## src/rtl/nru_pkg.sv

```systemverilog
package nru_pkg;

  localparam logic [15:0] LFSR_SEED = 16'hACE1;

  typedef enum logic [1:0] {
    CLS_COLD       = 2'd0,
    CLS_DIRTY      = 2'd1,
    CLS_HOT        = 2'd2,
    CLS_HOT_DIRTY  = 2'd3
  } nru_class_e;

  function automatic logic [15:0] lfsr_step(input logic [15:0] s);
    return {s[14:0], s[15] ^ s[13] ^ s[12] ^ s[10]};
  endfunction

  function automatic nru_class_e class_of(input logic r, input logic m);
    return nru_class_e'({r, m});
  endfunction

endpackage

```

## src/rtl/nru_state.sv

```systemverilog
module nru_state #(
  parameter int N     = 16,
  localparam int IDX_W = $clog2(N)
) (
  input  logic             clk_i,
  input  logic             rst_ni,
  input  logic             ref_vld_i,
  input  logic [IDX_W-1:0] ref_idx_i,
  input  logic             ref_wr_i,
  input  logic             tick_i,
  input  logic             reload_vld_i,
  input  logic [IDX_W-1:0] reload_idx_i,
  output logic [N-1:0]     r_o,
  output logic [N-1:0]     m_o
);

  logic [N-1:0] r_q, m_q;

  for (genvar i = 0; i < N; i++) begin : g_frame
    logic hit, rld;
    assign hit = ref_vld_i && (ref_idx_i == IDX_W'(i));
    assign rld = reload_vld_i && (reload_idx_i == IDX_W'(i));

    always_ff @(posedge clk_i or negedge rst_ni) begin
      if (!rst_ni) begin
        r_q[i] <= 1'b0;
        m_q[i] <= 1'b0;
      end else begin
        // access wins over tick and reload
        if (hit)               r_q[i] <= 1'b1;
        else if (rld || tick_i) r_q[i] <= 1'b0;
        if (hit && ref_wr_i)   m_q[i] <= 1'b1;
        else if (rld)          m_q[i] <= 1'b0;
      end
    end
  end

  assign r_o = r_q;
  assign m_o = m_q;

  p_tick_clears_r_r3: assert property (@(posedge clk_i) disable iff (!rst_ni)
    (tick_i && !ref_vld_i) |=> (r_q == '0));

  p_dirty_sticky_r4: assert property (@(posedge clk_i) disable iff (!rst_ni)
    !reload_vld_i |=> (($past(m_q) & ~m_q) == '0));

  p_write_sets_both_r2: assert property (@(posedge clk_i) disable iff (!rst_ni)
    (ref_vld_i && ref_wr_i) |=> ((r_q & m_q) != '0));

endmodule

```

## src/rtl/nru_lfsr.sv

```systemverilog
module nru_lfsr #(
  parameter int IDX_W = 4
) (
  input  logic             clk_i,
  input  logic             rst_ni,
  input  logic             adv_i,
  output logic [IDX_W-1:0] start_o
);
  import nru_pkg::*;

  logic [15:0] s_q;

  always_ff @(posedge clk_i or negedge rst_ni) begin
    if (!rst_ni)    s_q <= LFSR_SEED;
    else if (adv_i) s_q <= lfsr_step(s_q);
  end

  assign start_o = s_q[IDX_W-1:0];

  p_lfsr_live_r7: assert property (@(posedge clk_i) disable iff (!rst_ni)
    s_q != 16'h0);

  p_lfsr_hold_r7: assert property (@(posedge clk_i) disable iff (!rst_ni)
    !adv_i |=> $stable(s_q));

endmodule

```

## src/rtl/nru_pick.sv

```systemverilog
module nru_pick #(
  parameter int N     = 16,
  localparam int IDX_W = $clog2(N)
) (
  input  logic [N-1:0]     r_i,
  input  logic [N-1:0]     m_i,
  input  logic [N-1:0]     lock_i,
  input  logic [IDX_W-1:0] start_i,
  output logic             found_o,
  output logic [IDX_W-1:0] idx_o,
  output logic             dirty_o
);
  import nru_pkg::*;

  logic [3:0][N-1:0] cls_mask;
  logic [N-1:0]      win_mask;
  logic [2*N-1:0]    dbl;
  logic [N-1:0]      rot;
  logic [IDX_W-1:0]  off;

  always_comb begin
    cls_mask = '0;
    for (int i = 0; i < N; i++) begin
      cls_mask[class_of(r_i[i], m_i[i])][i] = !lock_i[i];
    end
  end

  // lowest non-empty class wins
  always_comb begin
    win_mask = '0;
    for (int c = 3; c >= 0; c--) begin
      if (|cls_mask[c]) win_mask = cls_mask[c];
    end
  end

  assign dbl = {win_mask, win_mask} >> start_i;
  assign rot = dbl[N-1:0];

  always_comb begin
    off = '0;
    for (int i = N - 1; i >= 0; i--) begin
      if (rot[i]) off = IDX_W'(i);
    end
  end

  assign found_o = |win_mask;
  assign idx_o   = start_i + off;
  assign dirty_o = m_i[idx_o];

endmodule

```

## src/rtl/nru_victim_sel.sv

```systemverilog
module nru_victim_sel #(
  parameter int N     = 16,
  localparam int IDX_W = $clog2(N)
) (
  input  logic             clk_i,
  input  logic             rst_ni,
  input  logic             ref_vld_i,
  input  logic [IDX_W-1:0] ref_idx_i,
  input  logic             ref_wr_i,
  input  logic             tick_i,
  input  logic             reload_vld_i,
  input  logic [IDX_W-1:0] reload_idx_i,
  input  logic [N-1:0]     lock_i,
  input  logic             req_i,
  output logic             victim_vld_o,
  output logic [IDX_W-1:0] victim_idx_o,
  output logic             victim_dirty_o,
  output logic             none_avail_o
);
  // N must be a power of two

  logic [N-1:0]     r_bits, m_bits;
  logic [IDX_W-1:0] start, pick_idx;
  logic             pick_found, pick_dirty;

  logic             vld_q, none_q, dirty_q;
  logic [IDX_W-1:0] idx_q;

  nru_state #(.N(N)) i_state (
    .clk_i       (clk_i),
    .rst_ni      (rst_ni),
    .ref_vld_i   (ref_vld_i),
    .ref_idx_i   (ref_idx_i),
    .ref_wr_i    (ref_wr_i),
    .tick_i      (tick_i),
    .reload_vld_i(reload_vld_i),
    .reload_idx_i(reload_idx_i),
    .r_o         (r_bits),
    .m_o         (m_bits)
  );

  nru_lfsr #(.IDX_W(IDX_W)) i_lfsr (
    .clk_i  (clk_i),
    .rst_ni (rst_ni),
    .adv_i  (req_i),
    .start_o(start)
  );

  nru_pick #(.N(N)) i_pick (
    .r_i    (r_bits),
    .m_i    (m_bits),
    .lock_i (lock_i),
    .start_i(start),
    .found_o(pick_found),
    .idx_o  (pick_idx),
    .dirty_o(pick_dirty)
  );

  always_ff @(posedge clk_i or negedge rst_ni) begin
    if (!rst_ni) begin
      vld_q   <= 1'b0;
      none_q  <= 1'b0;
      dirty_q <= 1'b0;
      idx_q   <= '0;
    end else begin
      vld_q  <= req_i && pick_found;
      none_q <= req_i && !pick_found;
      if (req_i && pick_found) begin
        idx_q   <= pick_idx;
        dirty_q <= pick_dirty;
      end
    end
  end

  assign victim_vld_o   = vld_q;
  assign victim_idx_o   = idx_q;
  assign victim_dirty_o = dirty_q;
  assign none_avail_o   = none_q;

  logic [N-1:0] sel_1h;
  assign sel_1h = N'(1) << idx_q;

  p_resp_needs_req_r8: assert property (@(posedge clk_i) disable iff (!rst_ni)
    (victim_vld_o || none_avail_o) |-> $past(req_i));

  p_vld_none_excl_r9: assert property (@(posedge clk_i) disable iff (!rst_ni)
    !(victim_vld_o && none_avail_o));

  p_victim_unlocked_r6: assert property (@(posedge clk_i) disable iff (!rst_ni)
    victim_vld_o |-> (($past(lock_i) & sel_1h) == '0));

  p_none_all_locked_r9: assert property (@(posedge clk_i) disable iff (!rst_ni)
    none_avail_o |-> (&$past(lock_i)));

  p_dirty_matches_r8: assert property (@(posedge clk_i) disable iff (!rst_ni)
    victim_vld_o |-> (victim_dirty_o == |($past(m_bits) & sel_1h)));

endmodule

```

## config.mk

```make
export PLATFORM = sky130hd
export DESIGN_NAME = nru_victim_sel
export DESIGN_NICKNAME = d
export VERILOG_FILES = /design/src/rtl/nru_pkg.sv /design/src/rtl/nru_state.sv /design/src/rtl/nru_lfsr.sv /design/src/rtl/nru_pick.sv /design/src/rtl/nru_victim_sel.sv
export SDC_FILE = /design/constraint.sdc
export NUM_CORES = 1
export LEC_CHECK = 0
export BUFFER_PORTS_ARGS = -buffer_cell sky130_fd_sc_hd__buf_2
export CAP_MARGIN = 25
export CELL_PAD_IN_SITES_DETAIL_PLACEMENT = 0
export CELL_PAD_IN_SITES_GLOBAL_PLACEMENT = 1
export CORE_MARGIN = 5
export CORE_UTILIZATION = 45
export DETAILED_ROUTE_END_ITERATION = 8
export PLACE_DENSITY_LB_ADDON = 0.2
export SLEW_MARGIN = 40
export SYNTH_ARGS = -nofsm -noshare
export SYNTH_HDL_FRONTEND = slang
export SYNTH_HIERARCHICAL = 1
export SYNTH_SLANG_ARGS = --single-unit
export TNS_END_PERCENT = 50
```

## constraint.sdc

```tcl
create_clock -name clk_i -period 7.62 [get_ports clk_i]
set_clock_uncertainty 0.2 [all_clocks]
set_input_delay 1.143 -clock clk_i [delete_from_list [all_inputs] [get_ports clk_i]]
set_output_delay 1.143 -clock clk_i [all_outputs]
set_load 0.05 [all_outputs]
```

Word level (Yosys, flattened, before mapping). Index checks and enable logic that the tools add are counted.

Bits in registers: 55. Latch bits: 0. RAM bits: 0. Bits in read-only memories: 0. Bits of input ports: 31. Output and inout bits: 7. Memories kept: 0.

Add/sub/neg operators: 1. $mul: 0. Divide/modulo/power cells: 0. $lt $le $gt $ge: 33. Equal/unequal tests: 30. Shift operators: 1. Muxes and demuxes: 133. Bitwise logic cells: 4. Reduce and logical (&&, ||, !) cells: 138.

Operator list (number): bitwise mux 64 bit (15); demux 16 bit (select 2 bit) (16); 2-to-1 mux 16 bit (5); OR reduction 16 bit (5); 2-to-1 mux 4 bit (17); logical AND 1 bit (66); 2-to-1 mux 1 bit (66); bitwise AND 64 bit (1); == test 4 bit, second input constant (16); nonzero test 2 bit (32); less-than comparator 2 x 3 -> 1 bit, second input constant (16); == test 4 x 3 -> 1 bit, second input constant (8); >= comparator 2 x 1 -> 1 bit, second input constant (16); right shift 32 x 4 -> 16 bit (1); logical NOT 1 bit (17); == test 4 x 2 -> 1 bit, second input constant (4); logical OR 1 bit (16); 2-to-1 mux 15 bit (1); 2-to-1 mux 14 bit (1); 2-to-1 mux 13 bit (1); 2-to-1 mux 12 bit (1); 2-to-1 mux 11 bit (1); 2-to-1 mux 10 bit (1); 2-to-1 mux 9 bit (1); other kinds (12) (16).

Depth between registers and ports, before layout. Gate-level depths: netlist (run 1).

Depth in word-level cells: 45. Gate-level depth with buffers: 23. Depth with buffers taken out: 20.

Modules after synthesis. The synthesis (run 1) kept the hierarchy.

Modules (own cells, without submodules): nru_pick (times used 1, cells an instance 423, area an instance 2840.2 um^2); nru_state (times used 1, cells an instance 135, area an instance 1380.1 um^2); nru_lfsr (times used 1, cells an instance 42, area an instance 705.7 um^2); nru_victim_sel (times used 1, cells an instance 15, area an instance 274.0 um^2).

Worst setup path before layout (run 1). No wires, ideal clock.

Path kind: input-to-reg. Start point: input port lock_i[8]. End point: register dirty_q (netlist: victim_dirty_o). Library setup time: 0.125 ns. Arrival time: 5.244 ns. Required time: 7.295 ns. Setup slack: 2.051 ns. Stages on the path: 20. Cells stage by stage: nor2_1 > a2111oi_2 > nand4_1 > buf_2 > o21ai_1 > o2111ai_1 > mux2i_2 > o22ai_1 > a222oi_1 > and2_1 > o21ai_0 > nand3_1 > o2111ai_1 > a22o_1 > ha_1 > fa_1 > mux4_2 > mux2i_1 > mux2i_1 > mux2_4.

Longest elaborated chain between the ends: 34. Elaborated cells on any way between the ends: 39.

RTL lines: from (decl) (RTL line nru_victim_sel.sv:13) `input logic [N-1:0] lock_i,`; logical NOT 1 bit * (RTL line nru_pick.sv:24) `cls_mask[class_of(r_i[i], m_i[i])][i] = !lock_i[i];`; bitwise mux 64 bit * (8 in series) (RTL line nru_pick.sv:24); OR reduction 16 bit (RTL line nru_pick.sv:32) `if (|cls_mask[c]) win_mask = cls_mask[c];`; 2-to-1 mux 16 bit (3 in series) (RTL line nru_pick.sv:32); 2-to-1 mux 16 bit * (RTL line nru_pick.sv:32); right shift 32 x 4 -> 16 bit * (RTL line nru_pick.sv:36) `assign dbl = {win_mask, win_mask} >> start_i;`; 2-to-1 mux 4 bit (15 in series) (RTL line nru_pick.sv:42) `if (rot[i]) off = IDX_W'(i);`; 2-to-1 mux 4 bit * (RTL line nru_pick.sv:42); adder 4 bit * (RTL line nru_pick.sv:47) `assign idx_o = start_i + off;`; net pick_idx[1] (RTL line nru_victim_sel.sv:23) `logic [IDX_W-1:0] start, pick_idx;`; binary-select mux 1 bit (select 4 bit) * (RTL line nru_pick.sv:48) `assign dirty_o = m_i[idx_o];`; 2-to-1 mux 1 bit (not written as such) * (RTL line nru_pick.sv:48); net pick_dirty (RTL line nru_victim_sel.sv:24) `logic pick_found, pick_dirty;`; to (signal assigned) (RTL line nru_victim_sel.sv:70) `dirty_q <= pick_dirty;`; to (decl) (RTL line nru_victim_sel.sv:26) `logic vld_q, none_q, dirty_q;`.

Mark *: on every way through the listed nets, which the timed path passes. The rest lies on a longest branch. The select of a mux whose other input is x is not followed. A chain may end at the register's enable or synchronous reset.

Worst setup path after layout (run 1). Same ends and word-level chain as after synthesis.

==> results.yml, run 1 <==
sta:
  setup_viol: 0
  worst_slew_pin_slew_ns: 0.831
  whs_ns: 0.313
  hold_violations: 0
  period_needed_ns: 6.63
  slew_viol_final: 0
  tns_ns: 0
  max-slew-margin-rel_pct: 44.3
  fmax_mhz: 151
  rsz0062_at_grt: "no"
  fin_crit_sh_pct: 87.1
placed_design:
  io_buffers: 37
  placed_cells: 769
  post_dp_cell_area_um2: 5410
  hpwlAfterDp_mm: 12.6
  gp_congestion: 0.948
critical_path:
  worstSetupPathType: "primary input to flop"
  crit_family: "compound AO/OA/AOI/OAI gates"
  cpPeakStageDelay_ns: 0.74
  r2r_setup_slack_ns: 1.36
  critPathBufInv: 1
  critPathLaunchType: "primary input"
  cp_max_fo: 19
  timing.rr.start: "i_state/m_o[10]$_DFFE_PN0P_"
  cp.required_ns: 7.61
  crit_chain: "buf_2 > nor2_1 > a2111oi_2 > and4_1 > and2_1 > a21oi_4 > o31ai_2 > nor3_1 > o311ai_0 > nand3_1 > nand3_1 > o2111ai_1 > a22o_1 > ha_1 > fa_1 > mux4_2 > mux2i_1 > mux2i_1 > mux2_4"
  crit_start: "lock_i[8]"
  crit_path_end_kind: "flop"
  crit_arrival_ns: 6.62
  slowest_stage: "and4_1"
clocking:
  cts_tree: "built"
  cts_made_buffers: 5
  cts_root_buffer: "clkbuf_16"
  postCtsResizedCells: 0
  ctsHtreeMaxLevel: 2
  clk_pin_slew_ns: 0.07
  insertion_delay_ns: 0.30
  cts_max_path_buffers: 2
  post_cts.repair.setup_buffers: 0
  postCtsHoldBufs: 0
  cts_sinks: 55
layout:
  area_delta_synth_final_pct: 7.34
  n_antenna_cell: 0
  nets: 668
  fin_area_um2: 5580
  drive_above_1_share_pct: 18.0
  final_cell_count_no_fill: 777
synthesis:
  yosys_register_bits: 55
  ys_seq_area_share_pct: 26.7
  synth_largest_area_cell: "dfrtp_1"
  yosys_warnings: 6
  syn_area_um2: 5200
  ys_types: 77
  syn_nets: 650
  synth.avg_cell_area_um2: 8.46
  synth_edf_count: 0
  ys.flop_type: "dfrtp_1"
  yosys-top-cells-area: "dfrtp_1 23%, o21ai_1 4.5%, o21ai_0 4.3%, dfstp_2 4.0%, nor2_1 3.8%"
  synth-async-reset-ratio_pct: 100
  yosysTopAreaCellShare_pct: 22.6
  synth_cells: 615
die:
  dieHeight_um: 117
  coreArea_um2: 11400
  rows: 39
  dieArea_um2: 13800
  start_util_pct: 45.7
  die_w_um: 117
  ioPinCount: 38
pwr:
  power.density_nw_per_um2: 428
  peakVddDrop_mv: 0.543
  p_leak_nw: 2.18
route:
  viasPerCell: 6.61
  vias: 5138
  wirelength_mm: 17.0
  wl_per_cell_um: 21.9
  drt_iter0_drc: 500
  first_pass_iters: 5
  drc_errors: 0
  ant_nets: 0
global_route:
  track_usage_pct: 23.4
  grt_max_degree: 56
  grt_pass1_vias: 4729
  grt_first_pass_wirelength_mm: 26.3
  grt-ovfl-total: 0
  antenna_found_initial: 0
status:
  status: "complete, no violations"
hold_path:
  min-delay-start: "i_lfsr/s_q[14]$_DFFE_PN0P_"
  hp-class: "flop to flop"
flow_run:
  drv_cap: 0
worst register-to-register path, stage by stage, from the launching register on:
cell and delay [ns]:
dfrtp_1 0.54, nor3b_1 0.23, nor4_1 0.40, and4_1 0.74
and2_1 0.28, a21oi_4 0.08, o31ai_2 0.50, nor3_1 0.16
o311ai_0 0.43, nand3_1 0.24, nand3_1 0.15, o2111ai_1 0.12
a22o_1 0.22, ha_1 0.21, fa_1 0.62, mux4_2 0.52
mux2i_1 0.14, mux2i_1 0.10, mux2_4 0.27
layout make-up:
class / count / area (um2)
Clock buffer: 5 / 125
Clock inverter: 3 / 43.8
Fill cell: 1098 / 5790
Inverter: 25 / 93.8
Multi-Input combinational cell: 503 / 3520
Sequential cell: 55 / 1390
Tap cell: 143 / 179
Timing Repair Buffer: 43 / 230
routing by layer:
metal	vias to the layer above	global-route usage [%]	wire (um)
met5	-	0	0
met4	0	7.53	469
met3	31	5.09	1480
met2	243	34.4	7370
met1	2473	34.2	7660
li1	2391	-	-
worst paths after layout:
path	endpoint	cells after the start
max	victim_dirty_o$_DFFE_PN0P_	19
min	i_lfsr/s_q[15]$_DFFE_PN1P_	1
max reg2reg	victim_dirty_o$_DFFE_PN0P_	18
min reg2reg	i_lfsr/s_q[15]$_DFFE_PN1P_	1
max in group asynchronous	i_lfsr/s_q[4]$_DFFE_PN0P_	2
min in group asynchronous	i_state/m_o[10]$_DFFE_PN0P_	2
where the power goes:
group | switching [W] | total, W | leakage (nW) | internal, W
Sequential | 0.000138 | 0.000528 | 0.681 | 0.000390
Combinational | 0.000886 | 0.00160 | 1.41 | 0.000716
Clock | 0.000106 | 0.000261 | 0.0838 | 0.000155
Total | 0.00113 | 0.00239 | 2.18 | 0.00126
cell families (layout without fill, tap and decap cells):
| group | count (synthesis) | count (layout) | synth area share (%) |
|---|---|---|---|
| adders and majority gates | 4 | 4 | 1.11 |
| DFF | 55 | 55 | 26.7 |
| and+or+nand+nor | 241 | 241 | 26.3 |
| buffers and inverters | 57 | 76 | 5.58 |
| AOI/OAI and AO/OA | 203 | 203 | 26.7 |
| muxes | 49 | 49 | 12.5 |
| xor gates and xnor gates | 6 | 6 | 1.16 |
registers in the layout, summed over array words and instances (netlist names):
signal          flops
i_state/m_o        16
i_lfsr/s_q         16
none_avail_o        1
i_state/r_o        16
victim_idx_o        4
victim_vld_o        1
victim_dirty_o      1
cells in the final DEF (no fill, tap or decap), drive strengths merged, types with 6 or more instances in the layout:
cell type and instances:
a22oi 9, nor4 11, o32ai 8, nor2 54, nand4 11, nand2b 11
nor2b 26, and2 6, buf 43, o311ai 7, mux2i 20, dfrtp 47
mux2 24, o31ai 7, nor3b 17, dfstp 8, nand3 9, nor3 26
nand3b 22, o22ai 15, inv 25, a21oi 13, o211ai 6, o21ai 92
nand2 34, o2111ai 13
synthesized netlist by cell type (all sizes together), types with 8 or more instances:
cell type and count:
o21ai 92, nor2 54, dfrtp 47, nand2 34
nor2b 26, nor3 26, inv 25, mux2 24
nand3b 22, mux2i 20, clkbuf 19, nor3b 17
o22ai 15, a21oi 13, buf 13, o2111ai 13
nand2b 11, nand4 11, nor4 11, a22oi 9
nand3 9, dfstp 8, o32ai 8
through the flow:
| stage | total power [W] | util (%) | setup WS, ns |
|---|---|---|---|
| 3_5_place_dp | 0.00210 | 47.6 | 0.745 |
| 5_1_grt | 0.00258 | 49.1 | 0.595 |
| 6_report | 0.00239 | 49.1 | 0.986 |
| 3_3_place_gp | 0.00210 | 47.6 | 0.728 |
| 4_1_cts | 0.00237 | 49.1 | 1.05 |
| 2_1_floorplan | 0.00177 | - | 2.05 |
Power figures use the tool's default switching activity.
==> run 2, diff against run 1 <==
CAP_MARGIN = 20   (was 25)
SYNTH_HIERARCHICAL = unset   (was 1)
==> results.yml, run 2 <==
status:
  status: "complete, no violations"
clocking:
  insertion_delay_ns: 0.29
  clk_pin_slew_ns: 0.07
  ctsHtreeMaxLevel: 2
  cts_max_path_buffers: 2
  cts_tree: "built"
  cts_made_buffers: 5
  cts_root_buffer: "clkbuf_16"
  post_cts.repair.setup_buffers: 0
  cts_sinks: 55
  postCtsResizedCells: 0
  postCtsHoldBufs: 0
critical_path:
  crit_path_end_kind: "flop"
  cp.required_ns: 7.61
  timing.rr.start: "i_state.m_o[11]$_DFFE_PN0P_"
  cp_max_fo: 15
  critPathLaunchType: "primary input"
  crit_chain: "buf_2 > nor3_1 > nor4_4 > nand4_1 > a21oi_4 > nor3b_1 > a2111o_1 > mux2_2 > mux4_2 > mux2_2 > a22oi_4 > o211ai_1 > nand3_1 > a311oi_1 > o21ba_2 > ha_1 > a21o_1 > a21oi_1 > xnor2_1 > inv_1 > nor4_1 > a221oi_4 > mux2i_1 > a311oi_1"
  crit_start: "lock_i[5]"
  worstRegToRegCells: 23
  slowest_stage: "a2111o_1"
  r2r_setup_slack_ns: 1.34
  endpoint: "victim_dirty_o$_DFFE_PN0P_"
  r2r-end: "victim_dirty_o$_DFFE_PN0P_"
  cpPeakStageDelay_ns: 0.49
  crit_arrival_ns: 6.68
  worstSetupPathType: "primary input to flop"
placed_design:
  placed_cells: 746
  place_ws_ns: 0.664
  gp_congestion: 0.988
  post_dp_cell_area_um2: 5400
  io_buffers: 37
  hpwlAfterDp_mm: 13.5
global_route:
  antenna_found_initial: 0
  grt_pass1_vias: 4910
  grt_max_degree: 56
  grt_first_pass_wirelength_mm: 27.9
  grt-ovfl-total: 0
  track_usage_pct: 25.0
layout:
  multiInputGateArea_um2: 3560
  final_cell_count_no_fill: 754
  mostFrequentLayoutCells: "57 x nand2_1, 55 x nor2_1, 51 x o21ai_0, 46 x dfrtp_1, 37 x buf_2"
  final_common_cell: "nand2_1"
  seqCellArea_um2: 1390
  drive_above_1_share_pct: 20.9
  area_delta_synth_final_pct: 7.79
  fin_area_um2: 5590
  fillers: 1120
  n_antenna_cell: 0
  nets: 645
die:
  die_w_um: 117
  start_util_pct: 45.6
  rows: 39
  dieArea_um2: 13800
  dieHeight_um: 117
  ioPinCount: 38
  coreArea_um2: 11400
sta:
  whs_ns: 0.305
  layout_setup_ws_ns: 0.926
  slew_viol_final: 0
  setup_viol: 0
  period_needed_ns: 6.69
  hold_violations: 0
  fmax_mhz: 149
  fin_crit_sh_pct: 87.8
  worst_slew_pin_slew_ns: 0.792
  max-slew-margin-rel_pct: 46.7
  tns_ns: 0
  rsz0062_at_grt: "no"
pwr:
  peakVddDrop_mv: 0.305
  p_leak_nw: 2.16
  power.density_nw_per_um2: 369
synthesis:
  ys_top_cells_by_count: "57 x nand2_1, 55 x nor2_1, 51 x o21ai_0"
  yosysTopAreaCellShare_pct: 22.7
  yosys_warnings: 0
  ys_types: 86
  synth.avg_cell_area_um2: 8.81
  yosysMostFrequentCell: "nand2_1"
  yosys_register_bits: 55
  ys_seq_area_share_pct: 26.7
  yosys-top-cells-area: "dfrtp_1 23%, mux4_2 6.1%, o21ai_0 4.9%, mux2_2 4.3%, nand2_1 4.1%"
  synth_edf_count: 0
  synth_largest_area_cell: "dfrtp_1"
  syn_nets: 624
  synth_cells: 589
  ys.flop_type: "dfrtp_1"
  syn_area_um2: 5190
  synth-async-reset-ratio_pct: 100
route:
  first_pass_iters: 5
  vias: 5167
  wirelength_mm: 17.9
  drc_errors: 0
  viasPerCell: 6.85
  ant_nets: 0
  drt_iter0_drc: 573
  wl_per_cell_um: 23.7
hold_path:
  hp-class: "flop to flop"
flow_run:
  drv_cap: 0
[run 2: changes by cell type after synthesis, moves of 9 or more]
cell,before,now
inv_1,23,8
or3_1,0,12
o21ai_1,47,0
mux4_2,5,14
nor2b_1,26,7
nand2_1,33,57
mux2_4,13,0
mux2_2,11,20
o2bb2ai_1,2,11
[run 2: cell type report]
class,instances,share of cell area (%)
multi-input combinational,493,63.7
sequential,55,24.8
timing repair buffer,43,4.12
tap,143,3.20
clock buffer,6,2.30
clock inverter,2,1.07
inverter,12,0.806
[run 2: critical path, delay by kind of cell]
family / cells / cell delay (ns)
muxes: 4 / 1.27
AOI/OAI and AO/OA: 10 / 2.30
xor gates and xnor gates: 1 / 0.15
buffers and inverters: 2 / 0.27
adders and majority gates: 1 / 0.27
and+or+nand+nor: 6 / 1.24
[run 2: per-stage QoR]
step	util [%]	power, W
2_1_floorplan	-	0.00147
3_3_place_gp	47.4	0.00174
3_5_place_dp	47.5	0.00175
4_1_cts	49.1	0.00204
5_1_grt	49.2	0.00219
6_report	49.2	0.00206
[run 2: cells by family after synthesis]
group / Yosys count / share of synthesized area, %
simple gates: 265 / 27.9
compound gates: 166 / 23.4
flops: 55 / 26.7
mux: 53 / 15.1
buf+inv: 41 / 4.87
xor+xnor: 5 / 0.844
fa+ha+maj: 4 / 1.11
[run 2: worst min-delay path by stage]
stage,start,end,depth (start not counted)
after floorplan,i_lfsr.s_q[4]$_DFFE_PN0P_,i_lfsr.s_q[4]$_DFFE_PN0P_,1
after global placement,i_lfsr.s_q[14]$_DFFE_PN0P_,i_lfsr.s_q[15]$_DFFE_PN1P_,1
after detailed placement,i_lfsr.s_q[14]$_DFFE_PN0P_,i_lfsr.s_q[15]$_DFFE_PN1P_,1
after CTS,i_lfsr.s_q[14]$_DFFE_PN0P_,i_lfsr.s_q[15]$_DFFE_PN1P_,1
after global routing,i_lfsr.s_q[4]$_DFFE_PN0P_,i_lfsr.s_q[4]$_DFFE_PN0P_,1
final,i_lfsr.s_q[9]$_DFFE_PN0P_,i_lfsr.s_q[10]$_DFFE_PN1P_,1
[run 2: per-layer routing]
metal | GRT usage [%] | wire (um) | vias up
met5 | 0 | 0 | -
met1 | 35.5 | 7620 | 2498
met4 | 8.63 | 517 | 0
met3 | 4.14 | 1750 | 41
met2 | 38.6 | 7980 | 296
li1 | - | - | 2332
[run 2: power by group]
| group | leakage, nW | switching, W | internal, W |
|---|---|---|---|
| Clock | 0.0911 | 0.0000986 | 0.000188 |
| Sequential | 0.690 | 0.000115 | 0.000378 |
| Combinational | 1.38 | 0.000719 | 0.000563 |
